**config.mk**
```make
export PLATFORM = sky130hd
export DESIGN_NAME = ro_puf_eval
export DESIGN_NICKNAME = d
export VERILOG_FILES = /design/src/rtl/ro_puf_pkg.sv /design/src/rtl/ro_edge_sync.sv /design/src/rtl/ro_pair_counter.sv /design/src/rtl/ro_window_ctrl.sv /design/src/rtl/ro_compare.sv /design/src/rtl/ro_puf_eval.sv
export SDC_FILE = /design/constraint.sdc
export NUM_CORES = 1
export LEC_CHECK = 0
export BUFFER_PORTS_ARGS = -buffer_cell sky130_fd_sc_hd__buf_2
export CAP_MARGIN = 20
export CORE_UTILIZATION = 35
export CTS_CLUSTER_SIZE = 12
export DETAILED_ROUTE_END_ITERATION = 8
export HOLD_SLACK_MARGIN = 0.03
export PLACE_DENSITY_LB_ADDON = 0.1
export SKIP_LAST_GASP = 1
export SLEW_MARGIN = 20
export SYNTH_ARGS = -nofsm -noshare
export SYNTH_HDL_FRONTEND = slang
export SYNTH_SLANG_ARGS = --single-unit
```
**constraint.sdc**
```tcl
create_clock -name clk -period 2.7 [get_ports clk]
set_input_delay 0.54 -clock clk [delete_from_list [all_inputs] [get_ports clk]]
set_output_delay 0.54 -clock clk [all_outputs]
set_load 0.01 [all_outputs]
```
**src/rtl/ro_puf_pkg.sv**
```systemverilog
`timescale 1ns/1ps
package ro_puf_pkg;
  typedef enum logic [1:0] {
    ST_IDLE = 2'd0,
    ST_RUN  = 2'd1,
    ST_CMP  = 2'd2
  } eval_state_t;

  localparam int NUM_SEL = 2;
endpackage

```
**src/rtl/ro_edge_sync.sv**
```systemverilog
`timescale 1ns/1ps
module ro_edge_sync #(
  parameter int NUM_OSC = 8
) (
  input  logic               clk,
  input  logic               rst,
  input  logic [NUM_OSC-1:0] osc_in,
  output logic [NUM_OSC-1:0] rise
);
  for (genvar i = 0; i < NUM_OSC; i++) begin : g_lane
    logic meta_q;
    logic sync_q;
    logic prev_q;
    logic rise_q;

    always_ff @(posedge clk) begin
      if (rst) begin
        meta_q <= 1'b0;
        sync_q <= 1'b0;
        prev_q <= 1'b0;
        rise_q <= 1'b0;
      end else begin
        meta_q <= osc_in[i];
        sync_q <= meta_q;
        prev_q <= sync_q;
        rise_q <= sync_q & ~prev_q;
      end
    end

    assign rise[i] = rise_q;


    rise_gap_chk: assert property (@(posedge clk) disable iff (rst)
      rise[i] |=> !rise[i]);
  end
endmodule

```
**src/rtl/ro_pair_counter.sv**
```systemverilog
`timescale 1ns/1ps
module ro_pair_counter #(
  parameter int NUM_OSC = 8,
  parameter int IDX_W   = 3,
  parameter int CNT_W   = 16
) (
  input  logic               clk,
  input  logic               rst,
  input  logic [NUM_OSC-1:0] rise,
  input  logic [IDX_W-1:0]   idx,
  input  logic               clr,
  input  logic               en,
  output logic [CNT_W-1:0]   cnt
);
  localparam logic [IDX_W:0] OSC_LIM = NUM_OSC[IDX_W:0];

  logic sel_rise;
  logic [CNT_W-1:0] cnt_q;

  always_comb begin
    sel_rise = 1'b0;
    if ({1'b0, idx} < OSC_LIM) sel_rise = rise[idx];
  end

  always_ff @(posedge clk) begin
    if (rst || clr) cnt_q <= '0;
    else if (en && sel_rise) cnt_q <= cnt_q + 1'b1;
  end

  assign cnt = cnt_q;


  freeze_chk: assert property (@(posedge clk) disable iff (rst)
    (!clr && !en) |=> $stable(cnt));


  step_chk: assert property (@(posedge clk) disable iff (rst)
    !clr |=> (cnt == $past(cnt) || cnt == $past(cnt) + 1'b1));
endmodule

```
**src/rtl/ro_window_ctrl.sv**
```systemverilog
`timescale 1ns/1ps
module ro_window_ctrl
  import ro_puf_pkg::*;
#(
  parameter int WIN_W = 16
) (
  input  logic             clk,
  input  logic             rst,
  input  logic             start,
  input  logic [WIN_W-1:0] win_len,
  output logic             accept,
  output logic             cnt_en,
  output logic             cmp_go,
  output logic             busy
);
  eval_state_t      state_q;
  logic [WIN_W-1:0] rem_q;
  logic             busy_q;

  assign accept = (state_q == ST_IDLE) && start;
  assign cnt_en = (state_q == ST_RUN) && (rem_q != '0);
  assign cmp_go = (state_q == ST_CMP);
  assign busy   = busy_q;

  always_ff @(posedge clk) begin
    if (rst) begin
      state_q <= ST_IDLE;
      rem_q   <= '0;
      busy_q  <= 1'b0;
    end else begin
      unique case (state_q)
        ST_IDLE: begin
          if (start) begin
            state_q <= ST_RUN;
            rem_q   <= win_len;
            busy_q  <= 1'b1;
          end
        end
        ST_RUN: begin
          if (rem_q == '0) state_q <= ST_CMP;
          else rem_q <= rem_q - 1'b1;
        end
        ST_CMP: begin
          state_q <= ST_IDLE;
          busy_q  <= 1'b0;
        end
        default: state_q <= ST_IDLE;
      endcase
    end
  end


  busy_rise_chk: assert property (@(posedge clk) disable iff (rst)
    accept |=> busy);


  run_hold_chk: assert property (@(posedge clk) disable iff (rst)
    cnt_en |=> (busy && !accept));
endmodule

```
**src/rtl/ro_compare.sv**
```systemverilog
`timescale 1ns/1ps
module ro_compare #(
  parameter int CNT_W = 16
) (
  input  logic             clk,
  input  logic             rst,
  input  logic             go,
  input  logic             same_idx,
  input  logic [CNT_W-1:0] cnt_a,
  input  logic [CNT_W-1:0] cnt_b,
  output logic             done,
  output logic             resp,
  output logic             tie,
  output logic             invalid
);
  always_ff @(posedge clk) begin
    if (rst) begin
      done    <= 1'b0;
      resp    <= 1'b0;
      tie     <= 1'b0;
      invalid <= 1'b0;
    end else begin
      done <= go;
      if (go) begin
        if (same_idx) begin
          invalid <= 1'b1;
          resp    <= 1'b0;
          tie     <= 1'b0;
        end else begin
          invalid <= 1'b0;
          resp    <= (cnt_a > cnt_b);
          tie     <= (cnt_a == cnt_b);
        end
      end
    end
  end


  done_pulse_chk: assert property (@(posedge clk) disable iff (rst)
    done |=> !done);


  result_hold_chk: assert property (@(posedge clk) disable iff (rst)
    !go |=> ($stable(resp) && $stable(tie) && $stable(invalid)));


  tie_resp_chk: assert property (@(posedge clk) disable iff (rst)
    tie |-> !resp);


  invalid_excl_chk: assert property (@(posedge clk) disable iff (rst)
    invalid |-> (!resp && !tie));
endmodule

```
**src/rtl/ro_puf_eval.sv**
```systemverilog
`timescale 1ns/1ps
module ro_puf_eval
  import ro_puf_pkg::*;
#(
  parameter int NUM_OSC = 8,
  parameter int WIN_W   = 16,
  parameter int IDX_W   = (NUM_OSC > 1) ? $clog2(NUM_OSC) : 1
) (
  input  logic                 clk,
  input  logic                 rst,
  input  logic [NUM_OSC-1:0]   osc_in,
  input  logic                 start,
  input  logic [2*IDX_W-1:0]   challenge,
  input  logic [WIN_W-1:0]     win_len,
  output logic                 busy,
  output logic                 done,
  output logic                 resp,
  output logic                 tie,
  output logic                 invalid
);
  localparam int CNT_W = WIN_W;

  logic [NUM_OSC-1:0] rise;
  logic               accept;
  logic               cnt_en;
  logic               cmp_go;
  logic [IDX_W-1:0]   idx_q [NUM_SEL];
  logic [CNT_W-1:0]   cnt   [NUM_SEL];
  logic               same_idx;

  ro_edge_sync #(.NUM_OSC(NUM_OSC)) u_sync (
    .clk    (clk),
    .rst    (rst),
    .osc_in (osc_in),
    .rise   (rise)
  );

  ro_window_ctrl #(.WIN_W(WIN_W)) u_ctrl (
    .clk     (clk),
    .rst     (rst),
    .start   (start),
    .win_len (win_len),
    .accept  (accept),
    .cnt_en  (cnt_en),
    .cmp_go  (cmp_go),
    .busy    (busy)
  );

  for (genvar s = 0; s < NUM_SEL; s++) begin : g_sel
    always_ff @(posedge clk) begin
      if (rst) idx_q[s] <= '0;
      else if (accept) idx_q[s] <= challenge[s*IDX_W +: IDX_W];
    end

    ro_pair_counter #(
      .NUM_OSC (NUM_OSC),
      .IDX_W   (IDX_W),
      .CNT_W   (CNT_W)
    ) u_cnt (
      .clk  (clk),
      .rst  (rst),
      .rise (rise),
      .idx  (idx_q[s]),
      .clr  (accept),
      .en   (cnt_en),
      .cnt  (cnt[s])
    );
  end

  assign same_idx = (idx_q[0] == idx_q[1]);

  ro_compare #(.CNT_W(CNT_W)) u_cmp (
    .clk      (clk),
    .rst      (rst),
    .go       (cmp_go),
    .same_idx (same_idx),
    .cnt_a    (cnt[0]),
    .cnt_b    (cnt[1]),
    .done     (done),
    .resp     (resp),
    .tie      (tie),
    .invalid  (invalid)
  );


  sel_stable_chk: assert property (@(posedge clk) disable iff (rst)
    (busy && !cmp_go) |=> ($stable(idx_q[0]) && $stable(idx_q[1])));


  done_idle_chk: assert property (@(posedge clk) disable iff (rst)
    done |-> !busy);
endmodule

```
## Word-level counts from Yosys, hierarchy flattened

Memory sizes are Yosys's and may differ from the RTL's.
Index checks and enable logic that the tools add are counted.

| cells by class | value |
|---|---|
| add/subtract/negate cells | 3 |
| $lt $le $gt $ge | 3 |
| equal/unequal tests | 7 |
| muxes and demuxes | 22 |
| bitwise operators | 18 |
| reduce and logical (&&, ||, !) cells | 13 |

Operators by type and width:

| kind | number |
|---|---|
| adder 16 x 1 -> 16 bit, second input constant | 2 |
| 2-to-1 mux 16 bit | 2 |
| one-hot mux 16 bit (2 select lines) | 1 |
| equality test 16 bit | 1 |
| greater-than comparator 16 bit | 1 |
| logical NOT 16 bit | 1 |
| nonzero test 16 bit | 1 |
| subtractor 16 x 1 -> 16 bit, second input constant | 1 |
| 2-to-1 mux 1 bit | 11 |
| bitwise AND 1 bit | 8 |
| < comparator 3 x 4 -> 1 bit, second input constant | 2 |
| NOT 1 bit | 8 |
| binary-select mux 1 bit (select 3 bit) | 2 |
| 2-to-1 mux 3 bit | 2 |
| != test 2 bit, second input constant | 3 |
| logical AND 1 bit | 4 |
| 2-to-1 mux 2 bit | 2 |
| one-hot mux 2 bit (2 select lines) | 1 |
| AND reduction 2 bit | 2 |
| nonzero test 2 bit | 2 |
| equality test 3 bit | 1 |
| AND reduction 3 bit | 1 |
| equality test 2 x 1 -> 1 bit, second input constant | 1 |
| equality test 2 bit, second input constant | 1 |
| other kinds (4) | 5 |

| storage, ports and cells | value |
|---|---|
| flip-flop bits (word level) | 87 |
| RAM bits | 6 |
| input port bits | 33 |
| output and inout port bits | 5 |
| word-level logic and storage cells | 108 |
| memories kept | 1 |

Memory list:

| name | words | bits a word | rd ports | clocked after Yosys merged registers in | wr ports | RTL line | RTL |
|---|---|---|---|---|---|---|---|
| idx_q | 2 | 3 | 2 | 0 | 2 | ro_puf_eval.sv:27 | `logic [IDX_W-1:0] idx_q [NUM_SEL];` |

## Logic depth before layout (Yosys ltp)

Gate-level depths: netlist (run 1).

| depth | value |
|---|---|
| depth after elaboration | 6 |
| depth in mapped cells | 7 |
| gate-level depth less buffers | 7 |

## By module

Synthesis (run 1) repeated with hierarchy kept, for this count alone.

| second synthesis, totals | value |
|---|---|
| cells, all modules | 537 |
| area, all modules | 4783.3 sq um |

Modules (own cells, without submodules):

| module | times used | cells each | area each (sq um) | sequential area each (sq um) |
|---|---|---|---|---|
| ro_pair_counter | 2 | 109 | 924.6 | 320.3 |
| ro_window_ctrl | 1 | 155 | 1167.4 | 380.4 |
| ro_edge_sync | 1 | 75 | 937.1 | 640.6 |
| ro_compare | 1 | 71 | 555.5 | 80.1 |
| ro_puf_eval | 1 | 18 | 274.0 | 180.2 |

## Least setup slack after synthesis (run 1)

No wires, ideal clock.

| timing | value |
|---|---|
| kind | register to register |
| start | memory idx_q[1][1] |
| end | register g_sel[1].u_cnt.cnt_q[2] |
| arrival | 1.678 ns |
| slack | 0.884 ns |
| cell stages (with the launch flop) | 7 |
| cell sequence | edfxtp_1 -> mux4_1 -> mux2_2 -> o2111ai_2 -> buf_4 -> xnor2_1 -> nor2_1 |

RTL lines:

| element | RTL line | RTL |
|---|---|---|
| start, declared | ro_puf_eval.sv:27 |  |
| end signal, assigned | ro_pair_counter.sv:27 | `else if (en && sel_rise) cnt_q <= cnt_q + 1'b1;` |
| end, declared | ro_pair_counter.sv:18 | `logic [CNT_W-1:0] cnt_q;` |

## Worst setup path after layout (run 1)

| timing | value |
|---|---|
| start | register u_ctrl.rem_q[6] |
| end | register g_sel[0].u_cnt.cnt_q[3] |

| between the ends | value |
|---|---|
| cells in the longest elaborated chain, start to end | 3 |

RTL lines:

| element | RTL line | RTL |
|---|---|---|
| start, declared | ro_window_ctrl.sv:17 | `logic [WIN_W-1:0] rem_q;` |
| start signal, assigned | ro_window_ctrl.sv:35 | `rem_q <= win_len;` |
| start signal, assigned | ro_window_ctrl.sv:41 | `else rem_q <= rem_q - 1'b1;` |
| nonzero test 16 bit | ro_window_ctrl.sv:21 | `assign cnt_en = (state_q == ST_RUN) && (rem_q != '0);` |
| logical AND 1 bit | ro_window_ctrl.sv:21 |  |
| logical AND 1 bit | ro_pair_counter.sv:27 |  |
| end signal, assigned | ro_pair_counter.sv:27 |  |
| end, declared | ro_pair_counter.sv:18 |  |

No other way between the ends.
A chain may end at the register's enable or synchronous reset.

==> impl_metrics.json, run 1 <==
{
  "synth_area_um2": 4489,
  "yosysTopAreaCellShare_pct": 38.80,
  "hold_viol_final": 0,
  "synth_cell_type_count": 57,
  "place_hpwl_mm": 6.810,
  "track_usage_pct": 15.65,
  "crit_fanout": 11,
  "leakagePower_nw": 1.837,
  "wl_per_cell_um": 13.44,
  "ios": 38,
  "setup-violations-final": 0,
  "core_um2": 12570,
  "die_h_um": 115.3,
  "cp.required_ns": 2.98,
  "worstSetupEndpointType": "flop",
  "ir_drop_v": 0.0003720,
  "tritoncts": "built",
  "vias": 3515,
  "nNetsFinal": 582,
  "io_buffers": 37,
  "yosys_warnings": 0,
  "hold_depth": 1,
  "grt_pass1_wl_mm": 16.02,
  "ant_nets": 0,
  "finalWirelength_mm": 9.491,
  "first_iter_violations": 143,
  "synth_ff_type": "dfxtp_1",
  "num_rows": 41,
  "cts-hold-fix-buffers": 0,
  "post-route-min-period_ns": 2.293,
  "drt_first_pass_iters": 6,
  "max_cap_violations": 0,
  "start_kind": "flop",
  "fin_tns_setup_ns": 0,
  "grt_pass1_vias": 3363,
  "rsz0062_at_grt": "no",
  "max_slew_margin_pct": 49.65,
  "hold_class": "reg2reg",
  "root_buffer": "clkbuf_16",
  "yosys.area.top_type": "dfxtp_1",
  "drive_above_1_share_pct": 14.23,
  "grt_overflow_total": 0,
  "async_flop_share_pct": 0,
  "final_cells": 706,
  "finalCritPeriodShare_pct": 84.91,
  "ys_ff_latch": 93,
  "cts_buffers": 9,
  "cts_setup_buffers": 0,
  "finalClockSkew_ns": 0.006713,
  "nFillCells": 1296,
  "powerDensity_nw_per_um2": 609.8,
  "synth_area_leaders": "dfxtp_1 39%, ha_1 5.6%, a21oi_1 5.5%, o21ai_0 5.2%, nor2b_1 5.2%",
  "cts-resized-gates": 0,
  "grt_max_degree": 34,
  "fmax_mhz": 436.2,
  "viasPerCell": 4.979,
  "antenna_found_initial": 0,
  "fp.dieW_um": 115.3,
  "synth-edff-count": 6,
  "finalMaxSlewViolations": 0,
  "area_growth_pct": 13.60,
  "crit_type": "reg2reg",
  "worst_pin_slew_ns": 0.7519,
  "cts.sinks": 93,
  "htreeDepth": 3,
  "cp.arrival_ns": 2.57,
  "rr_worst_depth": 5,
  "ys_seq_area_share_pct": 42.81,
  "die_area_um2": 13280,
  "syn_inst": 496,
  "status": "completed",
  "worstSkewPairLatency_ns": 0.35,
  "gp_congestion": 0.7839,
  "start_util_pct": 35.72,
  "syn_avg_cell_area_um2": 9.051,
  "syn_nets": 549,
  "cts.clk_slew.worst_paths_ns": 0.07,
  "route.detailed.drc": 0,
  "place_inst": 690,
  "diodes": 0,
  "clk_path_buf_depth": 2
}
==> report_power, final <==
group / switching, W / leakage (nW) / internal (W)
Clock: 0.000584 / 0.140 / 0.000644
Combinational: 0.000236 / 0.922 / 0.000149
Sequential: 0.0000535 / 0.774 / 0.00144
==> cell usage after synthesis (all sizes together), types with 2 or more instances <==
cell type	n
dfxtp	87
a21oi	49
o21ai	49
nor2b	37
nand2	33
inv	28
nor2	26
or3	24
ha	20
nand3	14
clkbuf	12
nand4	10
nor3	10
and2	8
buf	8
nand2b	7
nor4	7
or4	7
edfxtp	6
o31ai	5
a211oi	4
mux4	4
o2111ai	4
xor2	4
a22oi	3
or2	3
xnor2	3
a22o	2
and4	2
mux2	2
o211ai	2
o32ai	2
==> path summary, 6_finish.rpt <==
check                           from                      end  slack [ns]
min reg2reg  u_sync.g_lane[4].prev_q  u_sync.g_lane[4].rise_q        0.38
min          u_sync.g_lane[4].prev_q  u_sync.g_lane[4].rise_q        0.38
max                  u_ctrl.rem_q[6]    g_sel[0].u_cnt.cnt[3]        0.41
max reg2reg          u_ctrl.rem_q[6]    g_sel[0].u_cnt.cnt[3]        0.41
==> logic make-up (layout without fill, tap and decap cells) <==
logic type      Yosys count  after routing  synth area share (%)
compound gates          129            129                 18.34
mux                       7              7                 2.982
simple gates            192            192                 24.16
flops                    93             93                 42.81
fa+ha+maj                20             20                 5.574
buf+inv                  48             86                 4.766
xor+xnor                  7              7                 1.366
==> worst max-delay path, stage by stage (launching register included) <==
cell and delay, ns:
dfxtp_1 0.37, nor4_4 0.49, nand4_4 0.31, o211ai_1 0.70
o21ai_0 0.19, a21oi_1 0.16
==> registers in the layout (all words and copies together), names as in the netlist <==
register              count
u_sync.g_lane.sync_q      8
u_sync.g_lane.prev_q      8
u_cmp.done                1
u_ctrl.busy               1
u_ctrl.rem_q             16
u_cmp.tie                 1
u_cmp.invalid             1
u_cmp.resp                1
u_sync.g_lane.meta_q      8
idx_q                     6
u_ctrl.state_q            2
u_sync.g_lane.rise_q      8
g_sel.u_cnt.cnt          32
==> metrics by stage <==
stage	hold WS [ns]	total power (W)	setup WS, ns	util, %	instance area [um^2]
floorplan	0.3674	0.001815	0.8843	-	4489
global placement	0.3727	0.001915	0.5037	38.34	4818
detailed placement	0.3722	0.001918	0.4407	38.34	4818
CTS	0.3824	0.003159	0.4082	40.58	5100
global route	0.3813	0.003270	0.06187	40.58	5100
finish	0.3809	0.003110	0.4074	40.58	5100
==> per-layer routing <==
layer / global-route usage, % / part of all wire (%) / vias up
met3: 2.899 / 2.4 / 19
met4: 7.013 / 1.9 / 0
met1: 18.93 / 48 / 1605
met2: 27.03 / 47 / 45
li1: - / - / 1846
met5: 0 / 0 / -
==> final cells by class <==
type                            count  area (um^2)  share of cell area (%)
Sequential cell                    93         1922                   37.68
Tap cell                          172        215.2                   4.220
Clock buffer                       10        229.0                   4.490
Clock inverter                      6        52.55                   1.030
Inverter                           28        105.1                   2.061
Multi-Input combinational cell    355         2354                   46.15
Timing Repair Buffer               42        222.7                   4.367
==> layout by cell type, fill, tap and decap left out, drive strengths merged, types with 20 or more instances in the layout <==
| master | count |
|---|---|
| a21oi | 49 |
| buf | 42 |
| dfxtp | 87 |
| ha | 20 |
| inv | 33 |
| nand2 | 33 |
| nor2 | 26 |
| nor2b | 37 |
| o21ai | 49 |
| or3 | 24 |
Power figures use the tool's default switching activity.
==> inputs of run 2 (changes only) <==
- clock period: 2.7 -> 2.3 ns (I/O delays scaled with it)
==> run 2 against run 1 <==
Effect of this change: register-to-register slack worse by 0.13 ns; final cell count up 0.85%; design area up 1.8%; sequential power up 17%; largest cell class unchanged; highest routed layer unchanged.
==> impl_metrics.json, run 2 (synthesis results as in run 1) <==
{
  "max_cap_violations": 0,
  "htreeDepth": 3,
  "start_kind": "flop",
  "cts_setup_buffers": 0,
  "wl_per_cell_um": 13.51,
  "final_common_cell": "dfxtp_1",
  "fin_worst_hold_slack_ns": 0.3023,
  "worstSkewPairLatency_ns": 0.36,
  "cts-resized-gates": 0,
  "largest_reg_flops": 32,
  "cts.clk_slew.worst_paths_ns": 0.07,
  "track_usage_pct": 15.74,
  "finalCritPeriodShare_pct": 87.95,
  "nNetsFinal": 588,
  "root_buffer": "clkbuf_16",
  "worstSetupEndpointType": "flop",
  "grt_overflow_total": 0,
  "viasPerCell": 4.997,
  "cp.required_ns": 2.59,
  "drive_above_1_share_pct": 15.37,
  "tritoncts": "built",
  "grt_max_degree": 49,
  "max_slew_margin_pct": 62.26,
  "ir_drop_v": 0.0003649,
  "antenna_found_initial": 0,
  "rsz0062_at_grt": "no",
  "r2r_end": "g_sel[1].u_cnt.cnt[15]",
  "crit_fanout": 14,
  "hold_class": "in2reg",
  "ant_nets": 0,
  "start_util_pct": 35.72,
  "die_area_um2": 13280,
  "final_cell_mix": "87 x dfxtp_1, 49 x a21oi_1, 47 x o21ai_0",
  "powerDensity_nw_per_um2": 728.9,
  "ios": 38,
  "total_power_w": 0.003783,
  "fmax_mhz": 494.3,
  "diodes": 0,
  "clk_path_buf_depth": 2,
  "rr_worst_depth": 5,
  "die_h_um": 115.3,
  "first_iter_violations": 162,
  "route.detailed.drc": 0,
  "io_buffers": 37,
  "place_hpwl_mm": 6.853,
  "seq_area_um2": 1922,
  "fin_tns_setup_ns": 0,
  "cp.arrival_ns": 2.31,
  "worst-r2r-setup-slack_ns": 0.28,
  "finalMaxSlewViolations": 0,
  "finalClockSkew_ns": 0.005802,
  "multi_input_area_um2": 2354,
  "status": "completed",
  "startpoint": "idx_q[1][1]",
  "fp.dieW_um": 115.3,
  "design_area_um2": 5190,
  "crit_end": "g_sel[1].u_cnt.cnt[15]",
  "fin_util_pct": 41.29,
  "hold_viol_final": 0,
  "drt_first_pass_iters": 4,
  "placed_area_um2": 4876,
  "cts.sinks": 93,
  "leakagePower_nw": 1.881,
  "cts-hold-fix-buffers": 0,
  "area_growth_pct": 15.61,
  "cts_buffers": 9,
  "gp_congestion": 0.7784,
  "finalWirelength_mm": 9.620,
  "nFillCells": 1288,
  "post-route-min-period_ns": 2.023,
  "worst_pin_slew_ns": 0.5661,
  "crit_type": "reg2reg",
  "r2r_start": "idx_q[1][1]",
  "grt_pass1_vias": 3271,
  "setup-violations-final": 0,
  "num_rows": 41,
  "hold_start": "osc_in[7]",
  "vias": 3558,
  "core_um2": 12570,
  "grt_pass1_wl_mm": 15.90
}
## run 2: cell count changes in the layout (fill, tap and decap cells not counted)
cell | previous run | this run
inv_6 | 3 | 1
buf_12 | 0 | 1
buf_4 | 5 | 10
clkbuf_1 | 1 | 0
inv_4 | 1 | 0
clkinv_8 | 0 | 3
inv_8 | 1 | 2
## run 2: report_power, final
group / switching, W / internal [W]
clock: 0.000765 / 0.000783
sequential: 0.0000623 / 0.00169
combinational: 0.000285 / 0.000194
## run 2: final cells by class
class,count,area share (%)
multi-input combinational,355,45.35
inverter,28,2.025
clock inverter,7,1.712
clock buffer,9,4.339
tap,172,4.147
sequential,93,37.03
timing repair buffer,48,5.400
## run 2: worst max-delay path: stages (launching register included)
cell and delay (ns):
edfxtp_1 0.45, mux4_1 0.37, mux2_2 0.22, o2111ai_4 0.24, or4_1 0.53, a21oi_1 0.15
## run 2: per-layer routing
metal  routed length (um)  track usage, %  up-vias
met4                  199           8.052        0
met2                 4584           26.31       37
met1                 4600           19.19     1644
met5                    0               0        -
li1                     -               -     1862
met3                  236           3.216       15
## run 2: worst min path at each step
stage,end,cells past startpoint
floorplan,u_sync.g_lane[0].rise_q,1
global placement,u_sync.g_lane[5].rise_q,1
detailed placement,u_sync.g_lane[1].rise_q,1
CTS,u_sync.g_lane[7].meta_q,2
global route,u_sync.g_lane[5].meta_q,2
finish,u_sync.g_lane[7].meta_q,2
## run 2: through the flow
step | worst slack [ns] | std cells
6_report | 0.2771 | 712
5_1_grt | 0.1023 | 712
4_1_cts | 0.2629 | 712
3_5_place_dp | 0.2882 | 696
3_3_place_gp | 0.3534 | 696
2_1_floorplan | 0.4843 | 496
